File: config.mk
export PLATFORM = sky130hd
export DESIGN_NAME = patternFillVerify
export DESIGN_NICKNAME = d
export VERILOG_FILES = /design/src/rtl/pfvPkg.sv /design/src/rtl/pfvCtrl.sv /design/src/rtl/pfvDatapath.sv /design/src/rtl/patternFillVerify.sv
export SDC_FILE = /design/constraint.sdc
export NUM_CORES = 1
export LEC_CHECK = 0
export CAP_MARGIN = 10
export CORE_MARGIN = 5
export CORE_UTILIZATION = 35
export CTS_CLUSTER_SIZE = 8
export DETAILED_ROUTE_END_ITERATION = 16
export PLACE_DENSITY_LB_ADDON = 0.2
export REMOVE_ABC_BUFFERS = 1
export SLEW_MARGIN = 20
export SYNTH_ARGS = -nofsm -noshare
export SYNTH_HDL_FRONTEND = slang
export SYNTH_HIERARCHICAL = 1
export SYNTH_SLANG_ARGS = --single-unit
File: constraint.sdc
create_clock -name clk -period 6.6 [get_ports clk]
set_clock_uncertainty 0.05 [all_clocks]
set_input_delay 1.32 -clock clk [delete_from_list [all_inputs] [get_ports clk]]
set_output_delay 1.32 -clock clk [all_outputs]
set_load 0.1 [all_outputs]
File: src/rtl/pfvPkg.sv
package pfvPkg;

  localparam int unsigned PASS_COUNT = 7;
  localparam int unsigned PASS_W     = 3;

  typedef enum logic [2:0] {
    ST_IDLE,
    ST_FILL,
    ST_VERIFY,
    ST_DRAIN,
    ST_GAP
  } seqState_e;

  // strobes from control to datapath
  typedef struct packed {
    logic load;     // latch run inputs, clear result fields
    logic wr;       // issue a write of the current word
    logic rd;       // issue a read of the current word
    logic capFail;  // capture the pending compare as the failure record
  } seqStrobe_t;

endpackage

File: src/rtl/pfvCtrl.sv
module pfvCtrl
  import pfvPkg::*;
#(
  parameter int unsigned ADDR_W      = 32,
  parameter int unsigned BLOCK_SHIFT = 20,
  parameter int unsigned WIN_BYTES   = 2048,
  parameter int unsigned KICK_SHIFT  = 10
) (
  input  logic                           clk,
  input  logic                           rstN,
  input  logic                           start,
  input  logic                           sampledMode,
  input  logic [ADDR_W-1:0]              regionBytes,
  input  logic                           mismatch,
  output seqStrobe_t                     strb,
  output logic [ADDR_W-3:0]              idx,
  output logic [PASS_W-1:0]              passNo,
  output logic [ADDR_W-BLOCK_SHIFT:0]    winIdx,
  output logic                           modeQ,
  output logic                           busy,
  output logic                           done,
  output logic                           passed,
  output logic                           failed,
  output logic                           wdogKick
);

  localparam int unsigned IDX_W     = ADDR_W - 2;
  localparam int unsigned WIN_W     = ADDR_W - BLOCK_SHIFT + 1;
  localparam int unsigned BLK_W     = WIN_W - 1;
  localparam int unsigned WIN_WORDS = WIN_BYTES / 4;

  seqState_e         state;
  logic [IDX_W-1:0]  wordsLast;
  logic [WIN_W-1:0]  winLast;
  logic [IDX_W-1:0]  wordCnt;
  logic [BLK_W-1:0]  blkCnt;
  logic [WIN_W-1:0]  winCnt;
  logic              emptyRun;
  logic              lastPass;

  always_comb begin
    blkCnt   = BLK_W'(regionBytes >> BLOCK_SHIFT);
    wordCnt  = sampledMode ? IDX_W'(WIN_WORDS) : IDX_W'(regionBytes >> 2);
    winCnt   = sampledMode ? {blkCnt, 1'b0} : WIN_W'(1);
    emptyRun = (wordCnt == '0) || (winCnt == '0);
    lastPass = (passNo == PASS_W'(PASS_COUNT - 1));
  end

  always_comb begin
    strb.load    = (state == ST_IDLE) && start;
    strb.wr      = (state == ST_FILL);
    strb.rd      = (state == ST_VERIFY);
    strb.capFail = ((state == ST_VERIFY) || (state == ST_DRAIN)) && mismatch;
  end

  assign busy     = (state != ST_IDLE);
  assign wdogKick = (((state == ST_FILL) || (state == ST_VERIFY)) &&
                     (idx[KICK_SHIFT-1:0] == '0)) || (state == ST_GAP);

  always_ff @(posedge clk or negedge rstN) begin
    if (!rstN) begin
      state     <= ST_IDLE;
      idx       <= '0;
      passNo    <= '0;
      winIdx    <= '0;
      wordsLast <= '0;
      winLast   <= '0;
      modeQ     <= 1'b0;
      done      <= 1'b0;
      passed    <= 1'b0;
      failed    <= 1'b0;
    end else begin
      done <= 1'b0;
      unique case (state)
        ST_IDLE: begin
          if (start) begin
            modeQ     <= sampledMode;
            wordsLast <= wordCnt - IDX_W'(1);
            winLast   <= winCnt - WIN_W'(1);
            idx       <= '0;
            passNo    <= '0;
            winIdx    <= '0;
            passed    <= 1'b0;
            failed    <= 1'b0;
            if (emptyRun) begin
              done   <= 1'b1;
              passed <= 1'b1;
            end else begin
              state <= ST_FILL;
            end
          end
        end
        ST_FILL: begin
          if (idx == wordsLast) begin
            idx   <= '0;
            state <= ST_VERIFY;
          end else begin
            idx <= idx + IDX_W'(1);
          end
        end
        ST_VERIFY: begin
          if (mismatch) begin
            failed <= 1'b1;
            done   <= 1'b1;
            state  <= ST_IDLE;
          end else if (idx == wordsLast) begin
            idx   <= '0;
            state <= ST_DRAIN;
          end else begin
            idx <= idx + IDX_W'(1);
          end
        end
        ST_DRAIN: begin
          if (mismatch) begin
            failed <= 1'b1;
            done   <= 1'b1;
            state  <= ST_IDLE;
          end else begin
            state <= ST_GAP;
          end
        end
        ST_GAP: begin
          if (lastPass) begin
            passNo <= '0;
            if (winIdx == winLast) begin
              passed <= 1'b1;
              done   <= 1'b1;
              state  <= ST_IDLE;
            end else begin
              winIdx <= winIdx + WIN_W'(1);
              state  <= ST_FILL;
            end
          end else begin
            passNo <= passNo + PASS_W'(1);
            state  <= ST_FILL;
          end
        end
        default: state <= ST_IDLE;
      endcase
    end
  end

endmodule

File: src/rtl/pfvDatapath.sv
module pfvDatapath
  import pfvPkg::*;
#(
  parameter int unsigned ADDR_W      = 32,
  parameter int unsigned DATA_W      = 32,
  parameter int unsigned BLOCK_SHIFT = 20,
  parameter int unsigned WIN_BYTES   = 2048
) (
  input  logic                          clk,
  input  logic                          rstN,
  input  seqStrobe_t                    strb,
  input  logic [ADDR_W-3:0]             idx,
  input  logic [PASS_W-1:0]             passNo,
  input  logic [ADDR_W-BLOCK_SHIFT:0]   winIdx,
  input  logic                          modeQ,
  input  logic [ADDR_W-1:0]             baseAddr,
  input  logic [DATA_W-1:0]             memRdata,
  output logic                          memReq,
  output logic                          memWe,
  output logic [ADDR_W-1:0]             memAddr,
  output logic [DATA_W-1:0]             memWdata,
  output logic                          mismatch,
  output logic [ADDR_W-1:0]             failAddr,
  output logic [DATA_W-1:0]             failExp,
  output logic [DATA_W-1:0]             failGot
);

  localparam int unsigned WIN_W = ADDR_W - BLOCK_SHIFT + 1;
  localparam int unsigned SH_W  = $clog2(DATA_W);
  localparam logic [ADDR_W-1:0] UPPER_OFS =
    ADDR_W'((64'd1 << BLOCK_SHIFT) - 64'(WIN_BYTES));
  localparam logic [DATA_W-1:0] CHECK_A = {(DATA_W/2){2'b01}};
  localparam logic [DATA_W-1:0] CHECK_B = {(DATA_W/2){2'b10}};

  logic [ADDR_W-1:0] baseQ;
  logic [ADDR_W-1:0] winBase;
  logic [ADDR_W-1:0] wordAddr;
  logic [DATA_W-1:0] idxWord;
  logic [DATA_W-1:0] patWord;
  logic              cmpValid;
  logic [DATA_W-1:0] cmpExp;
  logic [ADDR_W-1:0] cmpAddr;

  // window origin: whole region, or lower/upper slice of block winIdx>>1
  always_comb begin
    if (modeQ) begin
      winBase = baseQ + (ADDR_W'(winIdx[WIN_W-1:1]) << BLOCK_SHIFT) +
                (winIdx[0] ? UPPER_OFS : '0);
    end else begin
      winBase = baseQ;
    end
    wordAddr = winBase + {idx, 2'b00};
  end

  always_comb begin
    idxWord = DATA_W'(idx);
    unique case (passNo)
      3'd0:    patWord = '0;
      3'd1:    patWord = '1;
      3'd2:    patWord = CHECK_A;
      3'd3:    patWord = CHECK_B;
      3'd4:    patWord = DATA_W'(1) << idx[SH_W-1:0];
      3'd5:    patWord = idxWord;
      3'd6:    patWord = ~idxWord;
      default: patWord = '0;
    endcase
  end

  assign memReq   = strb.wr | strb.rd;
  assign memWe    = strb.wr;
  assign memAddr  = wordAddr;
  assign memWdata = strb.wr ? patWord : '0;
  assign mismatch = cmpValid && (memRdata != cmpExp);

  always_ff @(posedge clk or negedge rstN) begin
    if (!rstN) begin
      baseQ    <= '0;
      cmpValid <= 1'b0;
      cmpExp   <= '0;
      cmpAddr  <= '0;
      failAddr <= '0;
      failExp  <= '0;
      failGot  <= '0;
    end else begin
      cmpValid <= strb.rd;
      if (strb.rd) begin
        cmpExp  <= patWord;
        cmpAddr <= wordAddr;
      end
      if (strb.load) begin
        baseQ    <= baseAddr;
        failAddr <= '0;
        failExp  <= '0;
        failGot  <= '0;
      end else if (strb.capFail) begin
        failAddr <= cmpAddr;
        failExp  <= cmpExp;
        failGot  <= memRdata;
      end
    end
  end

endmodule

File: src/rtl/patternFillVerify.sv
module patternFillVerify
  import pfvPkg::*;
#(
  parameter int unsigned ADDR_W      = 32,
  parameter int unsigned DATA_W      = 32,
  parameter int unsigned BLOCK_SHIFT = 20,
  parameter int unsigned WIN_BYTES   = 2048,
  parameter int unsigned KICK_SHIFT  = 10
) (
  input  logic              clk,
  input  logic              rstN,
  input  logic              start,
  input  logic              sampledMode,
  input  logic [ADDR_W-1:0] baseAddr,
  input  logic [ADDR_W-1:0] regionBytes,
  output logic              memReq,
  output logic              memWe,
  output logic [ADDR_W-1:0] memAddr,
  output logic [DATA_W-1:0] memWdata,
  input  logic [DATA_W-1:0] memRdata,
  output logic              wdogKick,
  output logic              busy,
  output logic              done,
  output logic              passed,
  output logic              failed,
  output logic [ADDR_W-1:0] failAddr,
  output logic [DATA_W-1:0] failExp,
  output logic [DATA_W-1:0] failGot
);

  seqStrobe_t                  strb;
  logic [ADDR_W-3:0]           idx;
  logic [PASS_W-1:0]           passNo;
  logic [ADDR_W-BLOCK_SHIFT:0] winIdx;
  logic                        modeQ;
  logic                        mismatch;

  pfvCtrl #(
    .ADDR_W(ADDR_W), .BLOCK_SHIFT(BLOCK_SHIFT),
    .WIN_BYTES(WIN_BYTES), .KICK_SHIFT(KICK_SHIFT)
  ) uCtrl (
    .clk(clk), .rstN(rstN), .start(start), .sampledMode(sampledMode),
    .regionBytes(regionBytes), .mismatch(mismatch), .strb(strb),
    .idx(idx), .passNo(passNo), .winIdx(winIdx), .modeQ(modeQ),
    .busy(busy), .done(done), .passed(passed), .failed(failed),
    .wdogKick(wdogKick)
  );

  pfvDatapath #(
    .ADDR_W(ADDR_W), .DATA_W(DATA_W),
    .BLOCK_SHIFT(BLOCK_SHIFT), .WIN_BYTES(WIN_BYTES)
  ) uData (
    .clk(clk), .rstN(rstN), .strb(strb), .idx(idx), .passNo(passNo),
    .winIdx(winIdx), .modeQ(modeQ), .baseAddr(baseAddr),
    .memRdata(memRdata), .memReq(memReq), .memWe(memWe),
    .memAddr(memAddr), .memWdata(memWdata), .mismatch(mismatch),
    .failAddr(failAddr), .failExp(failExp), .failGot(failGot)
  );

endmodule

==> impl_metrics.py, run 1 <==
metrics = {
    "status": {
        "status": "complete, no violations",
    },
    "timing": {
        "rsz0062_at_grt": "false",
        "max_slew.worst_pin.slew_ns": 1.14,
        "post-route-period-util_pct": 96.0,
        "hold_violations": 0,
        "finalCriticalPeriod_ns": 6.33,
        "relSlewSlack_pct": 24.0,
        "slew_viol_final": 0,
        "tns_ns": 0,
        "max_freq_mhz": 158,
        "setup_violations": 0,
    },
    "logic_synthesis": {
        "synth_top_area_share_pct": 42.1,
        "async_flop_share_pct": 100,
        "yosysWarnings": 6,
        "yosysMostFrequentCell": "dfrtp_1",
        "synth_top_cell_by_area": "dfrtp_1",
        "synth-main-ff-cell": "dfrtp_1",
        "synthTopCellsByCount": "288 x dfrtp_1, 280 x nor2_1, 123 x a21oi_1",
        "netlist_instances": 1811,
        "synthesis.area_um2": 17100,
        "ys_top_cells_by_area": "dfrtp_1 42%, nor2_1 6.1%, mux2i_1 5.9%, mux2_2 5.3%, xnor2_1 4.9%",
        "synth_edf_count": 0,
        "synth-seq-area-share_pct": 42.1,
        "synth-seq-cells": 288,
        "syn_avg_cell_area_um2": 9.44,
        "synth_cell_types": 82,
    },
    "global_route": {
        "grt_pass1_wl_um": 82500,
        "grt_pass1_vias": 13800,
        "antenna_found_initial": 0,
        "grt_usage_pct": 19.4,
        "grt_start_max_net_pins": 112,
        "overflow": 0,
    },
    "setup_path": {
        "crit_top_cell": "a21o_1",
        "startpoint_type": "flip-flop",
        "critPathMaxStageDelay_ns": 0.48,
        "worstRegToRegCells": 19,
        "critPathRequiredTime_ns": 5.23,
        "cp_max_fo": 9,
        "critPathSlowestCell": "dfrtp_2",
        "r2r_start": "uCtrl/winIdx[0]",
        "crit_path_end_kind": "primary output",
        "crit_chain": "buf_4 > ha_2 > a21o_1 > a21o_1 > a21oi_1 > a2bb2oi_2 > nand2b_1 > a21oi_1 > xnor2_1 > mux2_2 > ha_1 > a21o_1 > a21o_1 > a21o_1 > or3_1 > a21oi_2 > nor2_1 > xnor2_2 > buf_12",
        "critical_path_class": "reg2out",
        "r2r_slack_ns": 2.04,
        "arrival_ns": 4.96,
        "reg2reg_to": "uData/cmpAddr[31]",
    },
    "layout": {
        "seq_area_um2": 7210,
        "final_layout_size_suffix_gt1_share_pct": 10.9,
        "fin_nets": 2201,
        "fill_cells": 4740,
        "antennaDiodeCount": 0,
        "multi_input_area_um2": 9430,
        "area.growth.synth_to_final_pct": 26.6,
    },
    "cts": {
        "cts_hold_buf": 0,
        "clk_latency_ns": 0.56,
        "path_clk_slew_ns": 0.05,
        "cts_made_buffers": 43,
        "ctsLongestPathBuffers": 3,
        "htree_levels": 2,
        "cts_tree": "done",
        "cts_root_buf": "clkbuf_16",
        "clock-sinks": 288,
    },
    "routing": {
        "vias": 14100,
        "detail-route-antenna-nets": 0,
        "drt_first_iter_violations": 1131,
        "drtPass1Iterations": 6,
        "drt_drc_violations_left": 0,
        "vias_per_cell": 5.27,
        "wl_um": 53000,
        "wl_per_cell_um": 19.8,
    },
    "floorplan": {
        "rows": 81,
        "start_util_pct": 35.1,
        "die_area_um2": 53400,
        "die_w_um": 231,
        "core_area_um2": 48600,
        "ioPinCount": 267,
        "die_h_um": 231,
    },
    "placed_design": {
        "routabilityCongestion": 0.853,
        "port_buffers": 264,
        "hpwlAfterDp_um": 38400,
    },
    "flow_run": {
        "maxCapViolCount": 0,
    },
    "hold_path": {
        "worstHoldStart": "uCtrl/failed",
        "hp-class": "reg2reg",
        "min_to": "uCtrl/failed",
        "min_path_cells": 2,
    },
}
## routing by layer
layer | up-vias | wire length, um | global-route usage [%]
li1 | 6833 | - | -
met1 | 6829 | 24300 | 27.2
met2 | 384 | 24400 | 30.9
met3 | 78 | 2950 | 3.81
met4 | 0 | 1290 | 5.09
met5 | - | 0 | 0
## worst max-delay path, delay by kind of cell (launching register included)
kind	cells	cell delay, ns
buf+inv	2	0.42
simple gates	3	0.50
compound gates	9	1.69
flops	1	0.48
xor+xnor	2	0.35
mux	1	0.27
fa+ha+maj	2	0.69
## stage by stage
stage	area [um2]	hold slack (ns)	worst slack, ns	std cells	util (%)
finish	21700	0.441	0.267	2678	44.5
global placement	20400	0.429	0.579	2620	41.8
detailed placement	20400	0.437	0.607	2620	41.8
CTS	21600	0.449	0.0677	2676	44.4
global route	21700	0.465	0.0107	2678	44.5
floorplan	16700	0.418	-0.471	1718	-
## worst max-delay path by stage
| stage | cells after the start | from | to | slack, ns |
|---|---|---|---|---|
| global route | 19 | uCtrl/winIdx[0] | memAddr[29] | 0.01 |
| floorplan | 14 | uCtrl/winIdx[0] | memAddr[28] | -0.47 |
| CTS | 19 | uCtrl/winIdx[0] | memAddr[31] | 0.07 |
| global placement | 19 | uCtrl/winIdx[0] | memAddr[31] | 0.58 |
| detailed placement | 19 | uCtrl/winIdx[0] | memAddr[31] | 0.61 |
| finish | 19 | uCtrl/winIdx[0] | memAddr[29] | 0.27 |
## registers in the layout (all words and copies together), names as in the netlist
name,count
uData/cmpAddr,32
uCtrl/done,1
uCtrl/failed,1
uCtrl/winIdx,13
uCtrl/wordsLast,30
uData/baseQ,32
uCtrl/winLast,13
uData/failAddr,32
uData/cmpExp,32
uCtrl/passNo,3
uCtrl/idx,30
uData/failExp,32
uData/cmpValid,1
uCtrl/passed,1
uCtrl/state,3
uData/failGot,32
## area by class of cell
type | instances | share of cell area [%]
repair buffers | 282 | 13.2
clock buffers | 53 | 5.38
inverters | 44 | 0.786
well taps | 622 | 3.59
clock inverters | 3 | 0.254
flip-flops and latches | 288 | 33.3
multi-input cells | 1386 | 43.5
## cell usage in the layout, fill, tap and decap left out, types with 21 or more instances in the layout
| master | n |
|---|---|
| o31ai_1 | 21 |
| ha_1 | 53 |
| nand2_1 | 121 |
| a21oi_1 | 123 |
| clkdlybuf4s50_1 | 245 |
| clkbuf_16 | 44 |
| nor3_1 | 27 |
| nand4_1 | 23 |
| o21ai_0 | 84 |
| mux2i_1 | 101 |
| xor2_1 | 79 |
| buf_4 | 27 |
| a21o_1 | 21 |
| inv_1 | 40 |
| nand3_1 | 33 |
| nor2_1 | 280 |
| dfrtp_1 | 287 |
| mux2_2 | 81 |
| xnor2_1 | 92 |
## timing repair
| item | CTS | global route |
|---|---|---|
| resized for setup | 3 | 9 |
| pin swaps | 0 | 4 |
| setup buffers | 0 | 2 |
| endpoints found under the setup margin | 3 | 9 |
## cells by family after synthesis
family	after synthesis	synth area share (%)
AOI/OAI and AO/OA	367	13.6
xor gates and xnor gates	175	8.96
adders and majority gates	56	4.19
buffers and inverters	137	3.16
DFF	288	42.1
muxes	183	11.3
and+or+nand+nor	605	16.7
Power of run 1 is left out: the tool's default activity adds up to more than one toggle a clock period on the data nets, which glitch-free logic cannot reach.
==> run 2, diff against run 1 <==
--- a/config.mk
+++ b/config.mk
@@ -5,8 +5,8 @@
 export SDC_FILE = /design/constraint.sdc
 export NUM_CORES = 1
 export LEC_CHECK = 0
+export ABC_CLOCK_PERIOD_IN_PS = 6600
 export CAP_MARGIN = 10
-export CORE_MARGIN = 5
 export CORE_UTILIZATION = 35
 export CTS_CLUSTER_SIZE = 8
 export DETAILED_ROUTE_END_ITERATION = 16
==> run 2 against run 1 <==
Against the previous run:
- hold slack improved by 0.0053 ns
- critical path depth decreased by 3
- highest routed layer unchanged
- sequential share of layout area increased by 0.12 points
- core utilization increased by 0.48 points
- clock-buffer cell count decreased by 7
- via count about the same
- fmax about the same
- first-iteration DRC count increased by 1.9%
- global-route usage increased by 1.3 points
- register-to-register slack improved by 0.02 ns
- flip-flop and latch count unchanged
- critical endpoint is now memAddr[31]
- largest cell class unchanged
==> impl_metrics.py, run 2 (synthesis results as in run 1) <==
metrics = {
    "layout": {
        "final_cell_mix": "287 x dfrtp_1, 280 x nor2_1, 245 x clkdlybuf4s50_1, 121 x nand2_1, 121 x a21oi_1",
        "final_common_cell": "dfrtp_1",
        "fill_cells": 4670,
        "fin_nets": 2200,
        "stdcell_area_um2": 21600,
        "seq_area_um2": 7210,
        "final_layout_size_suffix_gt1_share_pct": 10.8,
        "final_util_pct": 45.0,
        "antennaDiodeCount": 0,
        "multi_input_area_um2": 9430,
        "area.growth.synth_to_final_pct": 26.2,
    },
    "cts": {
        "cts_hold_buf": 0,
        "ctsLongestPathBuffers": 3,
        "cts_tree": "done",
        "clk_latency_ns": 0.59,
        "cts_root_buf": "clkbuf_16",
        "htree_levels": 2,
        "path_clk_slew_ns": 0.05,
        "clock-sinks": 288,
        "cts_made_buffers": 42,
    },
    "routing": {
        "drt_first_iter_violations": 1153,
        "vias": 14100,
        "drt_drc_violations_left": 0,
        "wl_per_cell_um": 19.6,
        "wl_um": 52100,
        "vias_per_cell": 5.30,
        "drtPass1Iterations": 6,
        "detail-route-antenna-nets": 0,
    },
    "timing": {
        "setup_violations": 0,
        "max_freq_mhz": 158,
        "finalCriticalPeriod_ns": 6.33,
        "post-route-period-util_pct": 96.0,
        "relSlewSlack_pct": 27.0,
        "hold_violations": 0,
        "rsz0062_at_grt": "true",
        "tns_ns": 0,
        "whs_ns": 0.446,
        "max_slew.worst_pin.slew_ns": 1.09,
        "slew_viol_final": 0,
    },
    "global_route": {
        "grt_pass1_vias": 13600,
        "overflow": 0,
        "antenna_found_initial": 0,
        "grt_pass1_wl_um": 80700,
        "grt_usage_pct": 20.7,
        "grt_start_max_net_pins": 160,
    },
    "status": {
        "status": "complete, no violations",
    },
    "setup_path": {
        "crit_path_end_kind": "primary output",
        "cp_max_fo": 11,
        "r2r_start": "uCtrl/winIdx[0]",
        "critical_path_class": "reg2out",
        "cp-startpoint": "uCtrl/winIdx[0]",
        "startpoint_type": "flip-flop",
        "critPathRequiredTime_ns": 5.23,
        "arrival_ns": 4.96,
    },
    "flow_run": {
        "maxCapViolCount": 0,
    },
    "floorplan": {
        "ioPinCount": 267,
        "die_w_um": 223,
        "die_area_um2": 49700,
        "start_util_pct": 35.7,
        "core_area_um2": 47900,
        "rows": 80,
        "die_h_um": 223,
    },
    "placed_design": {
        "port_buffers": 264,
        "routabilityCongestion": 0.854,
        "hpwlAfterDp_um": 37000,
        "post_dp_cell_area_um2": 20400,
    },
    "hold_path": {
        "hp-class": "reg2reg",
        "worstHoldStart": "uCtrl/failed",
    },
}
run 2: cell count changes in the layout (fill, tap and decap cells not counted), moves of 2 or more:
cell	previous run	this run
clkbuf_1	6	3
clkbuf_8	3	1
a21oi_2	2	4
clkbuf_16	44	42
a21oi_1	123	121
inv_16	0	2
run 2: final timing paths:
check,endpoint,slack [ns],cells after the start
setup / recovery,memAddr[31],0.27,16
min in group asynchronous,uData/failGot[2],0.62,1
setup reg to reg,uData/cmpAddr[31],2.06,16
max in group asynchronous,uData/failAddr[23],4.54,2
hold reg to reg,uCtrl/failed,0.45,2
hold / removal,uCtrl/failed,0.45,2
run 2: stage by stage:
step           std cells  setup WS, ns
2_1_floorplan       1718        -0.471
3_3_place_gp        2613         0.529
3_5_place_dp        2613         0.524
4_1_cts             2663        0.0221
5_1_grt             2665       -0.0473
6_report            2665         0.267
run 2: per-layer routing:
layer / wire length (um) / global-route usage [%]
met5: 0 / 0
met4: 1230 / 6.03
met3: 2650 / 3.81
met2: 23900 / 32.5
met1: 24300 / 29.0
run 2: what timing repair did:
action | 4_1_cts | 5_1_grt
pin swaps | 0 | 2
buffers inserted | 0 | 2
setup endpoints to repair | 6 | 9
resized for setup | 2 | 10
run 2: layout make-up:
class                           instances  share of cell area [%]
Multi-Input combinational cell       1386                    43.7
Sequential cell                       288                    33.4
Timing Repair Buffer                  282                    13.3
Clock buffer                           46                    4.99
Tap cell                              615                    3.57
Inverter                               44                   0.789
Clock inverter                          4                   0.284
run 2: critical path: stages (launching register included):
cell and delay (ns):
dfrtp_2 0.50, ha_1 0.38, a2111oi_0 0.38, o21ai_1 0.16, a21boi_1 0.19, a21o_1 0.20
a21oi_1 0.17, xnor2_1 0.07, mux2_2 0.27, ha_1 0.35, and3_4 0.19, a221o_1 0.33
a211o_1 0.35, a21oi_2 0.23, o31ai_2 0.12, xnor2_2 0.29, buf_12 0.22
Power of run 2 is left out for the same reason.
